==> src/rtl/pinbank_pkg.sv <==
package pinbank_pkg;

  // function codes of a standard-variant pin field
  typedef enum logic [1:0] {
    PF_IN  = 2'b00,
    PF_OUT = 2'b01,
    PF_IRQ = 2'b10,
    PF_RSV = 2'b11
  } pin_fn_e;

  // byte offsets inside the bank window
  localparam int OFS_CFG = 'h0;
  localparam int OFS_DAT = 'h4;
  localparam int OFS_PUL = 'h8;

  // legacy coding: function bit value that selects output drive
  localparam logic LEG_OUT = 1'b0;

endpackage

==> src/rtl/pinbank_decode.sv <==
module pinbank_decode
  import pinbank_pkg::*;
#(
  parameter int PIN_COUNT = 16,
  parameter bit LEGACY    = 1'b0,
  parameter int CFG_W     = 32
) (
  input  logic [CFG_W-1:0]     cfg,
  output logic [PIN_COUNT-1:0] oe,
  output logic [PIN_COUNT-1:0] smp,
  output logic [PIN_COUNT-1:0] irq_en
);

  for (genvar i = 0; i < PIN_COUNT; i++) begin : g_pin
    if (LEGACY) begin : g_leg
      assign oe[i]     = (cfg[i] == LEG_OUT);
      assign smp[i]    = 1'b0;
      assign irq_en[i] = 1'b0;
    end else begin : g_std
      pin_fn_e fn;
      assign fn        = pin_fn_e'(cfg[2*i +: 2]);
      assign oe[i]     = (fn == PF_OUT);
      assign smp[i]    = (fn == PF_IN) || (fn == PF_IRQ);
      assign irq_en[i] = (fn == PF_IRQ);
    end
  end

endmodule

==> src/rtl/pinbank_data.sv <==
module pinbank_data #(
  parameter int PIN_COUNT = 16
) (
  input  logic                 clk,
  input  logic                 rst,
  input  logic                 dat_we,
  input  logic [PIN_COUNT-1:0] wval,
  input  logic [PIN_COUNT-1:0] pin_in,
  input  logic [PIN_COUNT-1:0] oe,
  input  logic [PIN_COUNT-1:0] smp,
  input  logic [PIN_COUNT-1:0] irq_en,
  output logic [PIN_COUNT-1:0] dat_q,
  output logic [PIN_COUNT-1:0] drv_q,
  output logic [PIN_COUNT-1:0] chg_q,
  output logic [PIN_COUNT-1:0] irq_q
);

  logic [PIN_COUNT-1:0] diff;
  logic [PIN_COUNT-1:0] dat_nxt;

  // output pins whose written bit differs from the stored bit
  always_comb begin
    diff    = dat_we ? ((dat_q ^ wval) & oe) : '0;
    dat_nxt = dat_we ? wval : dat_q;
  end

  always_ff @(posedge clk) begin
    if (rst) begin
      dat_q <= '0;
      drv_q <= '0;
      chg_q <= '0;
      irq_q <= '0;
    end else begin
      dat_q <= (dat_nxt & ~smp) | (pin_in & smp);
      drv_q <= (drv_q & ~diff) | (wval & diff);
      chg_q <= diff;
      irq_q <= pin_in & irq_en;
    end
  end

endmodule

==> src/rtl/pinbank_rdmux.sv <==
module pinbank_rdmux
  import pinbank_pkg::*;
#(
  parameter int DATA_W    = 32,
  parameter int ADDR_W    = 4,
  parameter int CFG_W     = 32,
  parameter int PIN_COUNT = 16
) (
  input  logic                 clk,
  input  logic                 rst,
  input  logic                 rd_en,
  input  logic [ADDR_W-1:0]    addr,
  input  logic [CFG_W-1:0]     cfg,
  input  logic [PIN_COUNT-1:0] dat,
  input  logic [PIN_COUNT-1:0] pul,
  output logic [DATA_W-1:0]    rdata
);

  localparam logic [ADDR_W-1:0] A_CFG = ADDR_W'(OFS_CFG);
  localparam logic [ADDR_W-1:0] A_DAT = ADDR_W'(OFS_DAT);
  localparam logic [ADDR_W-1:0] A_PUL = ADDR_W'(OFS_PUL);

  logic [DATA_W-1:0] sel;

  always_comb begin
    unique case (addr)
      A_CFG:   sel = DATA_W'(cfg);
      A_DAT:   sel = DATA_W'(dat);
      A_PUL:   sel = DATA_W'(pul);
      default: sel = '0;
    endcase
  end

  always_ff @(posedge clk) begin
    if (rst)        rdata <= '0;
    else if (rd_en) rdata <= sel;
    else            rdata <= '0;
  end

endmodule

==> src/rtl/pinbank.sv <==
module pinbank
  import pinbank_pkg::*;
#(
  parameter int          PIN_COUNT      = 16,
  parameter bit          LEGACY         = 1'b0,
  parameter int          DATA_W         = 32,
  parameter int          ADDR_W         = 4,
  parameter logic [31:0] PULL_RST       = 32'h0000_0000,
  parameter logic [31:0] CFG_RST_LEGACY = 32'h07FF_FFFF
) (
  input  logic                 clk,
  input  logic                 rst,
  input  logic                 wr_en,
  input  logic                 rd_en,
  input  logic [ADDR_W-1:0]    addr,
  input  logic [DATA_W-1:0]    wdata,
  output logic [DATA_W-1:0]    rdata,
  input  logic [PIN_COUNT-1:0] pin_in,
  output logic [PIN_COUNT-1:0] pin_out,
  output logic [PIN_COUNT-1:0] pin_oe,
  output logic [PIN_COUNT-1:0] pull_en,
  output logic [PIN_COUNT-1:0] irq_req,
  output logic [PIN_COUNT-1:0] chg_strobe
);

  // function register width: one bit per pin (legacy) or two
  localparam int CFG_W = LEGACY ? PIN_COUNT : 2 * PIN_COUNT;
  localparam logic [31:0] PIN_MASK =
    (PIN_COUNT >= 32) ? 32'hFFFF_FFFF : ((32'd1 << PIN_COUNT) - 32'd1);
  localparam logic [CFG_W-1:0] CFG_RST =
    LEGACY ? CFG_RST_LEGACY[CFG_W-1:0] : '0;
  localparam logic [PIN_COUNT-1:0] PUL_RST = PULL_RST[PIN_COUNT-1:0] & PIN_MASK[PIN_COUNT-1:0];

  localparam logic [ADDR_W-1:0] A_CFG = ADDR_W'(OFS_CFG);
  localparam logic [ADDR_W-1:0] A_DAT = ADDR_W'(OFS_DAT);
  localparam logic [ADDR_W-1:0] A_PUL = ADDR_W'(OFS_PUL);

  logic [CFG_W-1:0]     cfg_q;
  logic [PIN_COUNT-1:0] pul_q;
  logic [PIN_COUNT-1:0] oe;
  logic [PIN_COUNT-1:0] smp;
  logic [PIN_COUNT-1:0] irq_en;
  logic [PIN_COUNT-1:0] dat_q;
  logic                 cfg_we;
  logic                 dat_we;
  logic                 pul_we;

  assign cfg_we = wr_en && (addr == A_CFG);
  assign dat_we = wr_en && (addr == A_DAT);
  assign pul_we = wr_en && (addr == A_PUL);

  if (CFG_W < DATA_W) begin : g_spare
    logic unused_wbits;
    assign unused_wbits = ^wdata[DATA_W-1:CFG_W];
  end

  always_ff @(posedge clk) begin
    if (rst) begin
      cfg_q <= CFG_RST;
      pul_q <= PUL_RST;
    end else begin
      if (cfg_we) cfg_q <= wdata[CFG_W-1:0];
      if (pul_we) pul_q <= wdata[PIN_COUNT-1:0];
    end
  end

  pinbank_decode #(
    .PIN_COUNT (PIN_COUNT),
    .LEGACY    (LEGACY),
    .CFG_W     (CFG_W)
  ) u_decode (
    .cfg    (cfg_q),
    .oe     (oe),
    .smp    (smp),
    .irq_en (irq_en)
  );

  pinbank_data #(
    .PIN_COUNT (PIN_COUNT)
  ) u_data (
    .clk    (clk),
    .rst    (rst),
    .dat_we (dat_we),
    .wval   (wdata[PIN_COUNT-1:0]),
    .pin_in (pin_in),
    .oe     (oe),
    .smp    (smp),
    .irq_en (irq_en),
    .dat_q  (dat_q),
    .drv_q  (pin_out),
    .chg_q  (chg_strobe),
    .irq_q  (irq_req)
  );

  pinbank_rdmux #(
    .DATA_W    (DATA_W),
    .ADDR_W    (ADDR_W),
    .CFG_W     (CFG_W),
    .PIN_COUNT (PIN_COUNT)
  ) u_rdmux (
    .clk   (clk),
    .rst   (rst),
    .rd_en (rd_en),
    .addr  (addr),
    .cfg   (cfg_q),
    .dat   (dat_q),
    .pul   (pul_q),
    .rdata (rdata)
  );

  assign pin_oe  = oe;
  assign pull_en = pul_q;

endmodule

==> config.mk <==
export PLATFORM = sky130hd
export DESIGN_NAME = pinbank
export DESIGN_NICKNAME = d
export VERILOG_FILES = /design/src/rtl/pinbank_pkg.sv /design/src/rtl/pinbank_decode.sv /design/src/rtl/pinbank_data.sv /design/src/rtl/pinbank_rdmux.sv /design/src/rtl/pinbank.sv
export SDC_FILE = /design/constraint.sdc
export NUM_CORES = 1
export LEC_CHECK = 0
export BUFFER_PORTS_ARGS = -buffer_cell sky130_fd_sc_hd__clkbuf_2
export CAP_MARGIN = 5
export CORE_UTILIZATION = 56
export DETAILED_ROUTE_END_ITERATION = 10
export MAX_ROUTING_LAYER = met4
export PLACE_DENSITY = 0.86
export REMOVE_ABC_BUFFERS = 1
export SKIP_LAST_GASP = 1
export SLEW_MARGIN = 15
export SYNTH_ARGS = -nofsm -noshare
export SYNTH_HDL_FRONTEND = slang
export SYNTH_SLANG_ARGS = --single-unit
export TNS_END_PERCENT = 50
==> constraint.sdc <==
create_clock -name clk -period 3.4 [get_ports clk]
set_clock_uncertainty 0.15 [all_clocks]
set_input_delay 0.51 -clock clk [delete_from_list [all_inputs] [get_ports clk]]
set_output_delay 0.51 -clock clk [all_outputs]
set_load 0.01 [all_outputs]
Yosys cells after proc, flatten, opt, wreduce, memory -nomap -nowiden. Index checks and enable logic that the tools add are counted.

Flip-flop bits (word level): 144. Bits of input ports: 56. Output and inout bits: 112.

Eq/ne operators: 34. Multiplexer cells: 3. Bitwise operators: 12. Reduce and logical (&&, ||, !) cells: 37.

Operator list (number): $and 16x16->16 (6); $pmux 32 s3 (1); $eq 2x1->1 const B (16); $eq 2x2->1 const B (16); $logic_not 2->1 (16); $mux 16 (2); $not 16->16 (2); $or 16x16->16 (2); $logic_or 1x1->1 (16); $xor 16x16->16 (1); $eq 4x3->1 const B (1); $eq 4x4->1 const B (1); $logic_not 4->1 (1); $logic_and 1x1->1 (3); $reduce_or 2->1 (1); $not 1->1 (1).

Logic depth before layout (Yosys ltp).
Depth in word-level cells: 6. Gate-level depth with buffers: 5. Depth with buffers taken out: 4.

Cells and area by module. A second synthesis with hierarchy kept.

Cells, all modules: 635. Area, all modules: 6184.7 um2.

By module, submodules not included: pinbank_data (times used 1, cells an instance 267, area each 2516.2 um2, sequential area each 1281.2 um2); pinbank (times used 1, cells an instance 194, area each 2103.3 um2, sequential area each 960.9 um2); pinbank_rdmux (times used 1, cells an instance 126, area each 1265.0 um2, sequential area each 640.6 um2); pinbank_decode (times used 1, cells an instance 48, area each 300.3 um2, sequential area each 0.0 um2).

Worst setup path before layout. OpenSTA, ideal clock, no wires.

Kind: input to register. Start: input port addr[1]. End: register (tool-made name). Library setup time: 132 ps. Arrival time: 1416 ps. Required time: 3118 ps. Slack: 1701 ps. Stages: 5. Buffers on the path: 2. Cell sequence: or3b_1 > buf_6 > buf_6 > o31ai_4 > a31oi_1.

RTL lines: start: declaration (line pinbank.sv:15) `input logic [ADDR_W-1:0] addr,`.

Worst setup path in the final report.
Start: register cfg_q[18]. End: output port pin_oe[9].

Cells in the longest elaborated chain, start to end: 1.

Ends and longest elaborated chain: start: declaration (line pinbank.sv:38) `logic [CFG_W-1:0] cfg_q;`; start signal: assignment (line pinbank.sv:62) `if (cfg_we) cfg_q <= wdata[CFG_W-1:0];`; $eq 2x1->1 (line pinbank_decode.sv:22) `assign oe[i] = (fn == PF_OUT);`; end: declaration (line pinbank.sv:20) `output logic [PIN_COUNT-1:0] pin_oe,`.

No other way between the ends.

==> metrics.md <==
| Metric | Value |
|---|---|
| WL/cell | `17.77 microns` |
| Register area share after synthesis | `47.62%` |
| Startpoint Class | `flop` |
| CTS H-tree lvls | `4` |
| Hold Crit Class | `input port to flop` |
| CP max-delay cell | `dfxtp_1` |
| Routed vias/inst | `6.018` |
| Worst Setup Path Type | `flop to primary output` |
| Global-route wire length before repair | `27,310 microns` |
| Maximum root-to-sink buffer count | `2` |
| TritonCTS buffer count | `17` |
| Critical path peak fanout | `6` |
| Synth Area in Compound Gates | `between 20% and 30%` |
| Placed Cells | `between 900 and 1k` |
| Pwr Density | `523.7 mW/mm^2` |
| PortBufs | `between 150 and 200` |
| Delay-heaviest family, CP | `flip-flops` |
| # Post-CTS Setup Buffers | `0` |
| Core area | `0.01042 sq mm` |
| Antenna violations before repair | `0` |
| Nets | `roughly 900` |
| Clock sink total | `144` |
| Syn Inst Count | `692` |
| I/O pins | `168` |
| Total power draw | `3930 uW` |
| Layout cell share with drive strength beyond 1 | `27.44%` |
| GPL Wtd Cong | `~0.83` |
| Final period util | `62.09%` |
| Max Cap Viol | `0` |
| Final Setup Violations | `0` |
| Mapped Area | `0.006053 sq mm` |
| Initial core utilization | `58.11%` |
| Starting DRT DRC Count | `410` |
| Seq pwr share | `between 40% and 50%` |
| Total Wirelength | `17,500 microns` |
| Worst VDD drop | `0.2987 mV` |
| Clock group share of total power | `49.0%` |
| Max Freq | `between 0.4 and 0.5 GHz` |
| Via count | `5,928` |
| Switching share of power | `22.73%` |
| Status | `finished, final reports clean` |
| Crit path cell chain | `nor2b_1, clkbuf_2` |
| Unrepaired setup endpoints after global routing | `no` |
| Slew Limit Fails | `0` |
| Final ANT Viol Nets | `0` |
| Hold Violations, Final | `0` |
| Clk pin slew, worst setup/hold paths | `about 0.06 ns` |
| Worst-Skew Late Latency | `about 0.53 ns` |
| Die W | `106.0 microns` |
| Setup crit end kind | `primary output` |
| Fin cells | `985` |
| CTS root buf | `clkbuf_8` |
| Synthesis Warnings | `0` |
| Pin count of the biggest net entering global routing | `96` |
| Largest family of logic cells by synthesized area | `simple AND/OR/NAND/NOR gates` |
| Buf+Inv Stages, Crit Path | `1` |
| Slew margin rel. | `42.60%` |
| Seq cells post-synth | `roughly 140` |
| Vias in the first global route | `5,644` |
| CTS tree | `built` |
| Post-Synth XOR/XNOR Area | `less than 1%` |
| Logic pwr share | `under 10%` |
| Detailed Place HPWL | `10,980 microns` |
| # diodes | `0` |
| # rows | `37` |
| Die height | `106.0 microns` |
| Total Die Area | `roughly 0.011 sq mm` |
| # hold bufs at CTS | `0` |
| Post-synthesis mux area share | `between 1 and 1.5%` |
| Final routed DRC violation total | `0` |
| Worst Path Arrival | `1.45 ns` |
| Post-cts resize count | `0` |
| Internal power consumption | `3037 uW` |
| Worst slew pin tran | `about 0.86 ns` |
| Adder and majority gate portion of the synthesized area | `0%` |
| Critical Path RT | `2.74 ns` |
| Pre-antenna DRT Iters | `5` |
| Unique masters post-synth | `32` |
| Synth Area per Inst | `slightly below 9 sq um` |
| Grt ovf | `0` |
| CP max stage delay | `just under 0.4 ns` |
| Final worst path period need | `2.111 ns` |
| Synth-to-Final Area Change | `23.98%` |
| Leakage Power | `roughly 0.003 uW` |
| Sw Pwr | `between 800 and 900 uW` |
| Synth Area in Simple Gates | `23.50%` |
| GRT Util Overall | `around a third` |
==> cells by family (layout without fill, tap and decap cells) <==
logic type	count (synthesis)	in the layout
flip-flops	144	144
XOR/XNOR	1	1
multiplexers	7	7
AO/OA/AOI/OAI	216	216
buffers and inverters	84	241
AND/OR/NAND/NOR	240	240
==> cell type report <==
type | count | area [sq um]
Multi-Input combinational cell | 464 | 2781
Clock inverter | 9 | 127.6
Inverter | 32 | 120.1
Clock buffer | 23 | 496.7
Timing Repair Buffer | 177 | 925.9
Fill cell | 774 | 2912
Tap cell | 136 | 170.2
Sequential cell | 144 | 2883
==> cells in the mapped netlist (all sizes together) <==
cell type / n / area [sq um]
o31ai: 1 / 21.27
nor2: 40 / 150.1
a21oi: 57 / 285.3
a31o: 15 / 131.4
o21ai: 104 / 520.5
nand2: 10 / 37.54
nor3: 2 / 10.01
mux2i: 7 / 70.07
and3: 1 / 7.510
nand4: 16 / 100.1
nand3: 66 / 330.3
nor3b: 1 / 12.51
or2: 1 / 6.260
buf: 27 / 195.2
inv: 32 / 120.1
clkbuf: 25 / 93.84
and3b: 18 / 157.7
a311oi: 16 / 140.1
and2: 16 / 100.1
nor4: 1 / 21.27
nand2b: 3 / 18.77
xnor2: 1 / 8.760
or3b: 1 / 8.760
dfxtp: 144 / 2883
and2b: 1 / 7.510
a31oi: 16 / 100.1
nor2b: 47 / 294.0
a2bb2oi: 7 / 61.31
nor4bb: 16 / 160.2
==> routing by layer <==
metal	global-route usage [%]	part of all wire, %
met1	39.23	40
met2	50.37	48
met3	7.787	9.2
met4	15.28	2.8
met5	-	0
==> worst paths after layout <==
path                            slack [ns]                   start                          end  cells past startpoint
worst max-delay path                  1.29  cfg_q[18]$_SDFFE_PP0P_                    pin_oe[9]                      2
worst min-delay path                  0.06               wdata[19]       cfg_q[19]$_SDFFE_PP0P_                      3
worst max register to register        2.06   cfg_q[0]$_SDFFE_PP0P_                         flop                      3
worst min register to register        0.34  cfg_q[21]$_SDFFE_PP0P_  u_data.irq_q[10]$_SDFF_PP0_                      1
==> layout by cell type (no fill, tap or decap), types with 2 or more instances in the layout <==
master and instances:
a2bb2oi_1 7, nand2_1 10, a31o_2 15, inv_1 32
clkbuf_8 7, nor2b_1 46, nand3_1 66, dfxtp_1 144
o21ai_0 100, o21ai_1 4, nor3_1 2, mux2i_1 7
nand2b_1 3, clkbuf_16 16, a311oi_1 16, bufinv_16 3
buf_4 10, and3b_1 18, a21oi_1 57, nor2_1 39
clkbuf_2 166, and2_1 16, a31oi_1 16, clkinvlp_4 3
clkinv_2 3, nand4_1 16, nor4bb_1 16
==> worst reg2reg max path, delay by kind of cell, from the launching register on <==
kind	cells	cell delay, ns
flip-flops	1	0.41
AO/OA/AOI/OAI	1	0.23
AND/OR/NAND/NOR	2	0.47
==> metrics by stage <==
stage | setup TNS [ns] | utilization [%] | area (sq um) | worst slack, ns | hold slack [ns]
final | 0 | 72.05 | 7505 | 1.289 | 0.06278
after global routing | 0 | 72.05 | 7505 | 1.200 | 0.04812
after CTS | 0 | 72.02 | 7502 | 1.280 | 0.05278
after detailed placement | 0 | 66.03 | 6878 | 0.9216 | 0.3300
after global placement | 0 | 66.03 | 6878 | 0.9699 | 0.3215
after floorplan | -36.17 | - | 5764 | -0.5554 | 0.3008
==> power groups by stage <==
stage / Combinational, uW / Clock, uW / Sequential (uW)
6_report: 268 / 1930 / 1740
3_5_place_dp: 260 / 0 / 1770
4_1_cts: 263 / 1940 / 1740
5_1_grt: 287 / 2020 / 1740
3_3_place_gp: 250 / 0 / 1770
2_1_floorplan: 115 / 0 / 1770
Note: power is estimated with default switching activity, not from simulation.
